==> config.mk <==
export PLATFORM = sky130hd
export DESIGN_NAME = touch_xyz_sampler
export DESIGN_NICKNAME = d
export VERILOG_FILES = /design/src/rtl/touch_samp_pkg.sv /design/src/rtl/tsamp_tick_gen.sv /design/src/rtl/tsamp_cmd_serializer.sv /design/src/rtl/tsamp_reply_framer.sv /design/src/rtl/touch_xyz_sampler.sv
export SDC_FILE = /design/constraint.sdc
export NUM_CORES = 1
export LEC_CHECK = 0
export CORE_ASPECT_RATIO = 1.2
export CORE_MARGIN = 3
export CORE_UTILIZATION = 53
export CTS_BUF_LIST = sky130_fd_sc_hd__clkbuf_8
export DETAILED_ROUTE_END_ITERATION = 12
export GPL_TIMING_DRIVEN = 0
export HOLD_SLACK_MARGIN = 0.05
export PLACE_DENSITY = 0.79
export SLEW_MARGIN = 10
export SYNTH_ARGS = -nofsm -noshare
export SYNTH_HDL_FRONTEND = slang
export SYNTH_SLANG_ARGS = --single-unit
==> constraint.sdc <==
create_clock -name clk -period 2.1 [get_ports clk]
set_clock_uncertainty 0.1 [all_clocks]
set_input_delay 0.42 -clock clk [delete_from_list [all_inputs] [get_ports clk]]
set_output_delay 0.42 -clock clk [all_outputs]
set_load 0.005 [all_outputs]
==> src/rtl/touch_samp_pkg.sv <==
package touch_samp_pkg;

   typedef enum logic [1:0] {
      TS_IDLE,
      TS_RUN,
      TS_TAIL,
      TS_FIN
   } ts_state_e;

endpackage

==> src/rtl/tsamp_tick_gen.sv <==
module tsamp_tick_gen #(
   parameter int HALF_DIV = 10
) (
   input  logic clk,
   input  logic rst_n,
   input  logic en,
   output logic tick
);
   localparam int CW = $clog2(HALF_DIV + 1);

   logic [CW-1:0] cnt;

   assign tick = en && (cnt == CW'(HALF_DIV - 1));

   always_ff @(posedge clk or negedge rst_n) begin
      if (!rst_n)        cnt <= '0;
      else if (!en)      cnt <= '0;
      else if (tick)     cnt <= '0;
      else               cnt <= cnt + 1'b1;
   end
endmodule

==> src/rtl/tsamp_cmd_serializer.sv <==
module tsamp_cmd_serializer #(
   parameter int SLICE_W = 17,
   parameter int N_SLICE = 3
) (
   input  logic                       clk,
   input  logic                       rst_n,
   input  logic                       load,
   input  logic                       advance,
   input  logic [N_SLICE*SLICE_W-1:0] slices,
   output logic                       bit_out
);
   localparam int PW = $clog2(SLICE_W);

   logic [SLICE_W-1:0] cur;
   logic [SLICE_W-1:0] pend [N_SLICE-1];
   logic [PW-1:0]      pos;

   assign bit_out = cur[SLICE_W-1];

   always_ff @(posedge clk or negedge rst_n) begin
      if (!rst_n) begin
         cur <= '0;
         pos <= '0;
         for (int i = 0; i < N_SLICE - 1; i++) pend[i] <= '0;
      end else if (load) begin
         cur <= slices[0 +: SLICE_W];
         pos <= '0;
         for (int i = 0; i < N_SLICE - 1; i++) pend[i] <= slices[(i+1)*SLICE_W +: SLICE_W];
      end else if (advance) begin
         if (pos == PW'(SLICE_W - 1)) begin
            cur <= pend[0];
            pos <= '0;
            for (int i = 0; i < N_SLICE - 2; i++) pend[i] <= pend[i+1];
            pend[N_SLICE-2] <= '0;
         end else begin
            cur <= {cur[SLICE_W-2:0], 1'b0};
            pos <= pos + 1'b1;
         end
      end
   end
endmodule

==> src/rtl/tsamp_reply_framer.sv <==
module tsamp_reply_framer #(
   parameter int FRAME_W  = 15,
   parameter int PRELOAD  = 9,
   parameter int SAMPLE_W = 12,
   parameter int N_CH     = 3
) (
   input  logic                       clk,
   input  logic                       rst_n,
   input  logic                       start,
   input  logic                       bit_valid,
   input  logic                       bit_in,
   output logic [N_CH*SAMPLE_W-1:0]   samples
);
   localparam int FW = $clog2(FRAME_W);
   localparam int WW = $clog2(N_CH + 2);

   logic [SAMPLE_W-2:0] isr;
   logic [SAMPLE_W-1:0] nxt;
   logic [FW-1:0]       fill;
   logic [WW-1:0]       widx;
   logic                push;

   assign nxt  = {isr, bit_in};
   assign push = bit_valid && (fill == FW'(FRAME_W - 1));

   always_ff @(posedge clk or negedge rst_n) begin
      if (!rst_n) begin
         isr  <= '0;
         fill <= '0;
         widx <= '0;
      end else if (start) begin
         isr  <= '0;
         fill <= FW'(PRELOAD);
         widx <= '0;
      end else if (push) begin
         isr  <= '0;
         fill <= '0;
         widx <= widx + 1'b1;
      end else if (bit_valid) begin
         isr  <= nxt[SAMPLE_W-2:0];
         fill <= fill + 1'b1;
      end
   end

   for (genvar c = 0; c < N_CH; c++) begin : g_slot
      logic [SAMPLE_W-1:0] slot;
      always_ff @(posedge clk or negedge rst_n) begin
         if (!rst_n)                               slot <= '0;
         else if (push && widx == WW'(c + 1))      slot <= nxt;
      end
      assign samples[c*SAMPLE_W +: SAMPLE_W] = slot;
   end
endmodule

==> src/rtl/touch_xyz_sampler.sv <==
module touch_xyz_sampler
   import touch_samp_pkg::*;
#(
   parameter int SYS_CLK_HZ  = 50_000_000,
   parameter int MAX_SCLK_HZ = 2_500_000,
   parameter int HALF_DIV    = 10,
   parameter int CMD_W       = 8,
   parameter int SAMPLE_W    = 12,
   parameter int FRAME_W     = 15,
   parameter int REPLY_DELAY = 9,
   parameter bit MISO_SYNC   = 1'b1
) (
   input  logic                clk,
   input  logic                rst_n,
   input  logic                grant,
   input  logic [CMD_W-1:0]    cmd_x,
   input  logic [CMD_W-1:0]    cmd_y,
   input  logic [CMD_W-1:0]    cmd_z,
   output logic                done,
   output logic                tp_cs_n,
   output logic                tp_sclk,
   output logic                tp_mosi,
   input  logic                tp_miso,
   output logic [SAMPLE_W-1:0] res_x,
   output logic [SAMPLE_W-1:0] res_y,
   output logic [SAMPLE_W-1:0] res_z,
   output logic                res_valid
);
   localparam int N_CH     = 3;
   localparam int STREAM_W = (N_CH - 1) * FRAME_W + REPLY_DELAY + SAMPLE_W;
   localparam int SLICE_W  = STREAM_W / N_CH;
   localparam int PRELOAD  = 2 * FRAME_W - REPLY_DELAY - SAMPLE_W;
   localparam int IW       = $clog2(STREAM_W);

   // elaboration-time parameter checks
   if (SYS_CLK_HZ / (2 * HALF_DIV) > MAX_SCLK_HZ) begin : g_err_rate
      $error("touch serial clock above its limit");
   end
   if (HALF_DIV < (MISO_SYNC ? 3 : 1)) begin : g_err_div
      $error("half period too short for the input path");
   end
   if (SLICE_W * N_CH != STREAM_W) begin : g_err_slice
      $error("stream does not split into equal slices");
   end
   if (PRELOAD < 0 || PRELOAD >= FRAME_W || CMD_W > FRAME_W || SAMPLE_W > FRAME_W) begin : g_err_frame
      $error("frame geometry inconsistent");
   end

   ts_state_e   state;
   logic [IW-1:0] bit_idx;
   logic        tick, load, advance, sample, last_bit, miso_s, ser_bit;
   logic [CMD_W-1:0]            cmd_arr [N_CH];
   logic [STREAM_W-1:0]         stream;
   logic [STREAM_W-1:0]         slices;
   logic [N_CH*SAMPLE_W-1:0]    samples;

   assign cmd_arr[0] = cmd_x;
   assign cmd_arr[1] = cmd_y;
   assign cmd_arr[2] = cmd_z;

   // command bitstream: byte k at positions k*FRAME_W .. k*FRAME_W+CMD_W-1
   for (genvar gi = 0; gi < STREAM_W; gi++) begin : g_stream
      if ((gi / FRAME_W) < N_CH && (gi % FRAME_W) < CMD_W) begin : g_cmd
         assign stream[gi] = cmd_arr[gi / FRAME_W][CMD_W - 1 - (gi % FRAME_W)];
      end else begin : g_zero
         assign stream[gi] = 1'b0;
      end
   end

   // slice s is sent from its MSB
   for (genvar s = 0; s < N_CH; s++) begin : g_slice
      for (genvar j = 0; j < SLICE_W; j++) begin : g_pos
         assign slices[s*SLICE_W + (SLICE_W - 1 - j)] = stream[s*SLICE_W + j];
      end
   end

   if (MISO_SYNC) begin : g_sync
      logic [1:0] sync_q;
      always_ff @(posedge clk or negedge rst_n) begin
         if (!rst_n) sync_q <= '0;
         else        sync_q <= {sync_q[0], tp_miso};
      end
      assign miso_s = sync_q[1];
   end else begin : g_direct
      assign miso_s = tp_miso;
   end

   assign last_bit = (bit_idx == IW'(STREAM_W - 1));
   assign load     = (state == TS_IDLE) && grant;
   assign sample   = (state == TS_RUN) && tick && !tp_sclk;
   assign advance  = (state == TS_RUN) && tick && tp_sclk && !last_bit;
   assign tp_mosi  = ser_bit & ~tp_cs_n;

   tsamp_tick_gen #(.HALF_DIV(HALF_DIV)) u_tick (
      .clk  (clk),
      .rst_n(rst_n),
      .en   (state == TS_RUN || state == TS_TAIL),
      .tick (tick)
   );

   tsamp_cmd_serializer #(.SLICE_W(SLICE_W), .N_SLICE(N_CH)) u_ser (
      .clk    (clk),
      .rst_n  (rst_n),
      .load   (load),
      .advance(advance),
      .slices (slices),
      .bit_out(ser_bit)
   );

   tsamp_reply_framer #(
      .FRAME_W(FRAME_W), .PRELOAD(PRELOAD), .SAMPLE_W(SAMPLE_W), .N_CH(N_CH)
   ) u_frm (
      .clk      (clk),
      .rst_n    (rst_n),
      .start    (load),
      .bit_valid(sample),
      .bit_in   (miso_s),
      .samples  (samples)
   );

   always_ff @(posedge clk or negedge rst_n) begin
      if (!rst_n) begin
         state     <= TS_IDLE;
         tp_cs_n   <= 1'b1;
         tp_sclk   <= 1'b0;
         bit_idx   <= '0;
         done      <= 1'b0;
         res_valid <= 1'b0;
         res_x     <= '0;
         res_y     <= '0;
         res_z     <= '0;
      end else begin
         done      <= 1'b0;
         res_valid <= 1'b0;
         unique case (state)
            TS_IDLE: if (grant) begin
               state   <= TS_RUN;
               tp_cs_n <= 1'b0;
               tp_sclk <= 1'b0;
               bit_idx <= '0;
            end
            TS_RUN: if (tick) begin
               if (!tp_sclk) tp_sclk <= 1'b1;
               else begin
                  tp_sclk <= 1'b0;
                  if (last_bit) state <= TS_TAIL;
                  else          bit_idx <= bit_idx + 1'b1;
               end
            end
            TS_TAIL: if (tick) begin
               tp_cs_n <= 1'b1;
               state   <= TS_FIN;
            end
            TS_FIN: begin
               done      <= 1'b1;
               res_valid <= 1'b1;
               res_x     <= samples[0*SAMPLE_W +: SAMPLE_W];
               res_y     <= samples[1*SAMPLE_W +: SAMPLE_W];
               res_z     <= samples[2*SAMPLE_W +: SAMPLE_W];
               state     <= TS_IDLE;
            end
            default: state <= TS_IDLE;
         endcase
      end
   end
endmodule

==> flow_metrics.tcl <==
set metrics [dict create \
    status "finished with violations" \
    violations "negative setup slack" \
    clock_path_buffers 2 \
    firstDrtPassIters 5 \
    syn_avg_cell_area_um2 11.48 \
    final.setup.worst_slack_ns -0.1838 \
    drv_cap 0 \
    fin_crit_ns 2.284 \
    synth-edff-count 0 \
    fillCellCount 799 \
    ff_latch_area_um2 3580 \
    fmax_mhz 437.9 \
    slew_viol_final 0 \
    antenna_left 0 \
    power.density_nw_per_um2 614.8 \
    post_drt_wl_per_cell_um 17.16 \
    synthFlopType "dfrtp_1" \
    areaGrowthSynthToFinish_pct 29.55 \
    multi_input_area_um2 2695 \
    worst_pin_slew_ns 0.6022 \
    irDropWorstVdd_v 0.0003812 \
    path_class "register to register" \
    pin_count 69 \
    floorplan.initialDensity 0.5554 \
    cp.required_ns 2.33 \
    post-route-drc-count 0 \
    portBuffers 68 \
    insertion_delay_ns 0.45 \
    start_kind "register" \
    insertedDiodeCount 0 \
    async_flop_share 1.000 \
    final_cell_area_um2 8092 \
    synth_seq_cells 143 \
    ys_types 46 \
    cts_sinks 143 \
    cts_made_buffers 17 \
    cts_max_level 4 \
    rsz0062_at_grt "yes" \
    setup_viol 64 \
    grt_pass1_wl_mm 23.67 \
    slew_headroom 0.5968 \
    timing.critical_path.max_delay_family "simple AND/OR/NAND/NOR gates" \
    nets 711 \
    drt-vias-per-instance 5.657 \
    grt_max_degree 95 \
    crit_arrival_ns 2.51 \
    worstHoldPathType "register to register" \
    crit_buf_inv 2 \
    vias 4712 \
    layout-drive-gt1-share 0.2680 \
    p_leak_nw 3.816 \
    coreArea_um2 11250 \
    grt_util_all_layers 0.2230 \
    detail_route.wirelength_mm 14.30 \
    root_buffer "clkbuf_8" \
    cts_tree "built" \
    place_congestion 0.8721 \
    die_y_um 124.9 \
    slowest_stage "or4b_4" \
    fp.dieArea_um2 13130 \
    grt_pass1_vias 4749 \
    core.rowCount 42 \
    hold_viol 0 \
    clkSlewWorstSetupHoldPaths_ns 0.08 \
    final_core_util 0.7195 \
    critPathMaxFanout 5 \
    end_kind "register" \
    crit_chain "inv_2 -> ha_4 -> and3_4 -> nand3_4 -> or4b_4 -> buf_8 -> mux2_4" \
    dp_slack_ns -0.3418 \
    place_area_um2 7193 \
    max_stage_delay_ns 0.56 \
    grt_antenna_before_repair 0 \
    syn_inst 544 \
    seq_area_frac_synth 0.5731 \
    post-route-period-util 1.088 \
    synth_nets 589 \
    yosysWarnings 0 \
    detailed_place_hpwl_mm 9.109 \
    overflow 0 \
    drtIter0Drc 421 \
    die_width_um 105.1 \
    syn_area_um2 6246 \
]
==> registers in the layout, summed over array words and instances, names as in the netlist <==
register           count
bit_idx                6
g_sync.sync_q          2
res_valid              1
res_x                 12
res_y                 12
res_z                 12
state                  2
tp_cs_n                1
tp_sclk                1
u_frm.fill             4
u_frm.g_slot.slot     36
u_frm.isr             11
u_frm.widx             3
u_ser.cur             17
u_ser.pend            14
u_ser.pos              5
u_tick.cnt             4
==> worst register-to-register path, delay by kind of cell (launching register included) <==
kind,cells,cell delay [ns]
adders and majority gates,1,0.26
and+or+nand+nor,3,0.86
muxes,1,0.30
DFF,1,0.41
buffers and inverters,2,0.24
==> where the power goes <==
part | internal (mW) | total, mW | switching, mW
registers | 2.75 | 2.76 | 0.00370
clock network | 1.03 | 2.10 | 1.07
logic | 0.0528 | 0.115 | 0.0621
total | 3.84 | 4.97 | 1.13
==> synth_stat cells (6+ instances only) <==
cell,count,area share
mux2_1,10,0.018
nand2_1,86,0.052
nand3_1,33,0.026
nor2_1,22,0.013
dfrtp_1,142,0.57
a21oi_1,35,0.028
o31ai_1,7,0.0084
and3_1,9,0.0090
clkbuf_1,21,0.013
mux2_2,63,0.11
inv_1,11,0.0066
o21ai_0,14,0.011
ha_1,17,0.034
mux2i_1,6,0.0096
==> logic make-up after synthesis <==
group / synth area share
simple gates: 0.1410
flops: 0.5731
compound gates: 0.08093
mux: 0.1412
buf+inv: 0.02684
fa+ha+maj: 0.03405
xor+xnor: 0.002805
==> path summary, 6_finish.rpt <==
kind	from	end	slack [ns]	cells after the start
max in group asynchronous	rst_n	u_ser.cur[11]	0.70	3
min	g_sync.sync_q[0]	g_sync.sync_q[1]	0.25	0
max	state[0]	u_frm.g_slot[0].slot[3]	-0.18	7
min in group asynchronous	rst_n	u_frm.g_slot[1].slot[4]	0.37	2
min reg2reg	g_sync.sync_q[0]	g_sync.sync_q[1]	0.25	0
max reg2reg	state[0]	u_frm.g_slot[0].slot[3]	-0.18	7
==> routing by layer <==
layer	global-route usage	share of wire	routed length, um	up-vias
li1	-	-	-	2151
met1	0.2761	0.41	5859	2373
met2	0.3887	0.53	7530	158
met3	0.04873	0.047	668	30
met4	0.07181	0.017	237	0
met5	0	0	0	-
==> layout by cell type, fill, tap and decap left out, types with 6 or more instances in the layout <==
cell	n
nand3_1	30
mux2_4	20
dfrtp_1	142
clkbuf_1	11
o21ai_0	14
nand2_1	85
inv_1	10
buf_4	32
nor2_1	22
mux2i_1	6
a21oi_1	33
and3_1	8
clkdlybuf4s50_1	67
buf_6	7
o31ai_1	6
ha_1	15
clkbuf_2	7
mux2_2	53
clkbuf_8	20
==> final cells by class <==
cell class                 instances  area share
clock buffer                      20     0.03402
inverter                          11    0.005103
buffer                            28     0.02088
multi-input combinational        360      0.3331
timing repair buffer             105      0.1273
clock inverter                    12     0.01345
tap                              154     0.02381
sequential                       143      0.4424
==> stage by stage <==
stage / power (mW) / hold WS, ns / setup TNS, ns / instances
after floorplan: 2.815 / 0.02441 / -1.058 / 544
after global placement: 2.922 / 0.2373 / -718.13 / 766
after detailed placement: 2.929 / 0.2365 / -24.64 / 767
after CTS: 5.005 / 0.2537 / -7.041 / 821
after global routing: 5.160 / 0.2642 / -12.62 / 833
final: 4.975 / 0.2507 / -5.369 / 833
==> repair_timing <==
item,CTS,global route
setup buffers,19,13
resized for setup,54,17
endpoints found under the hold margin,48,0
hold buffers,1,0
cloned,3,0
endpoints found under the setup margin,116,114
pin swaps,5,4
Power figures use the tool's default switching activity.
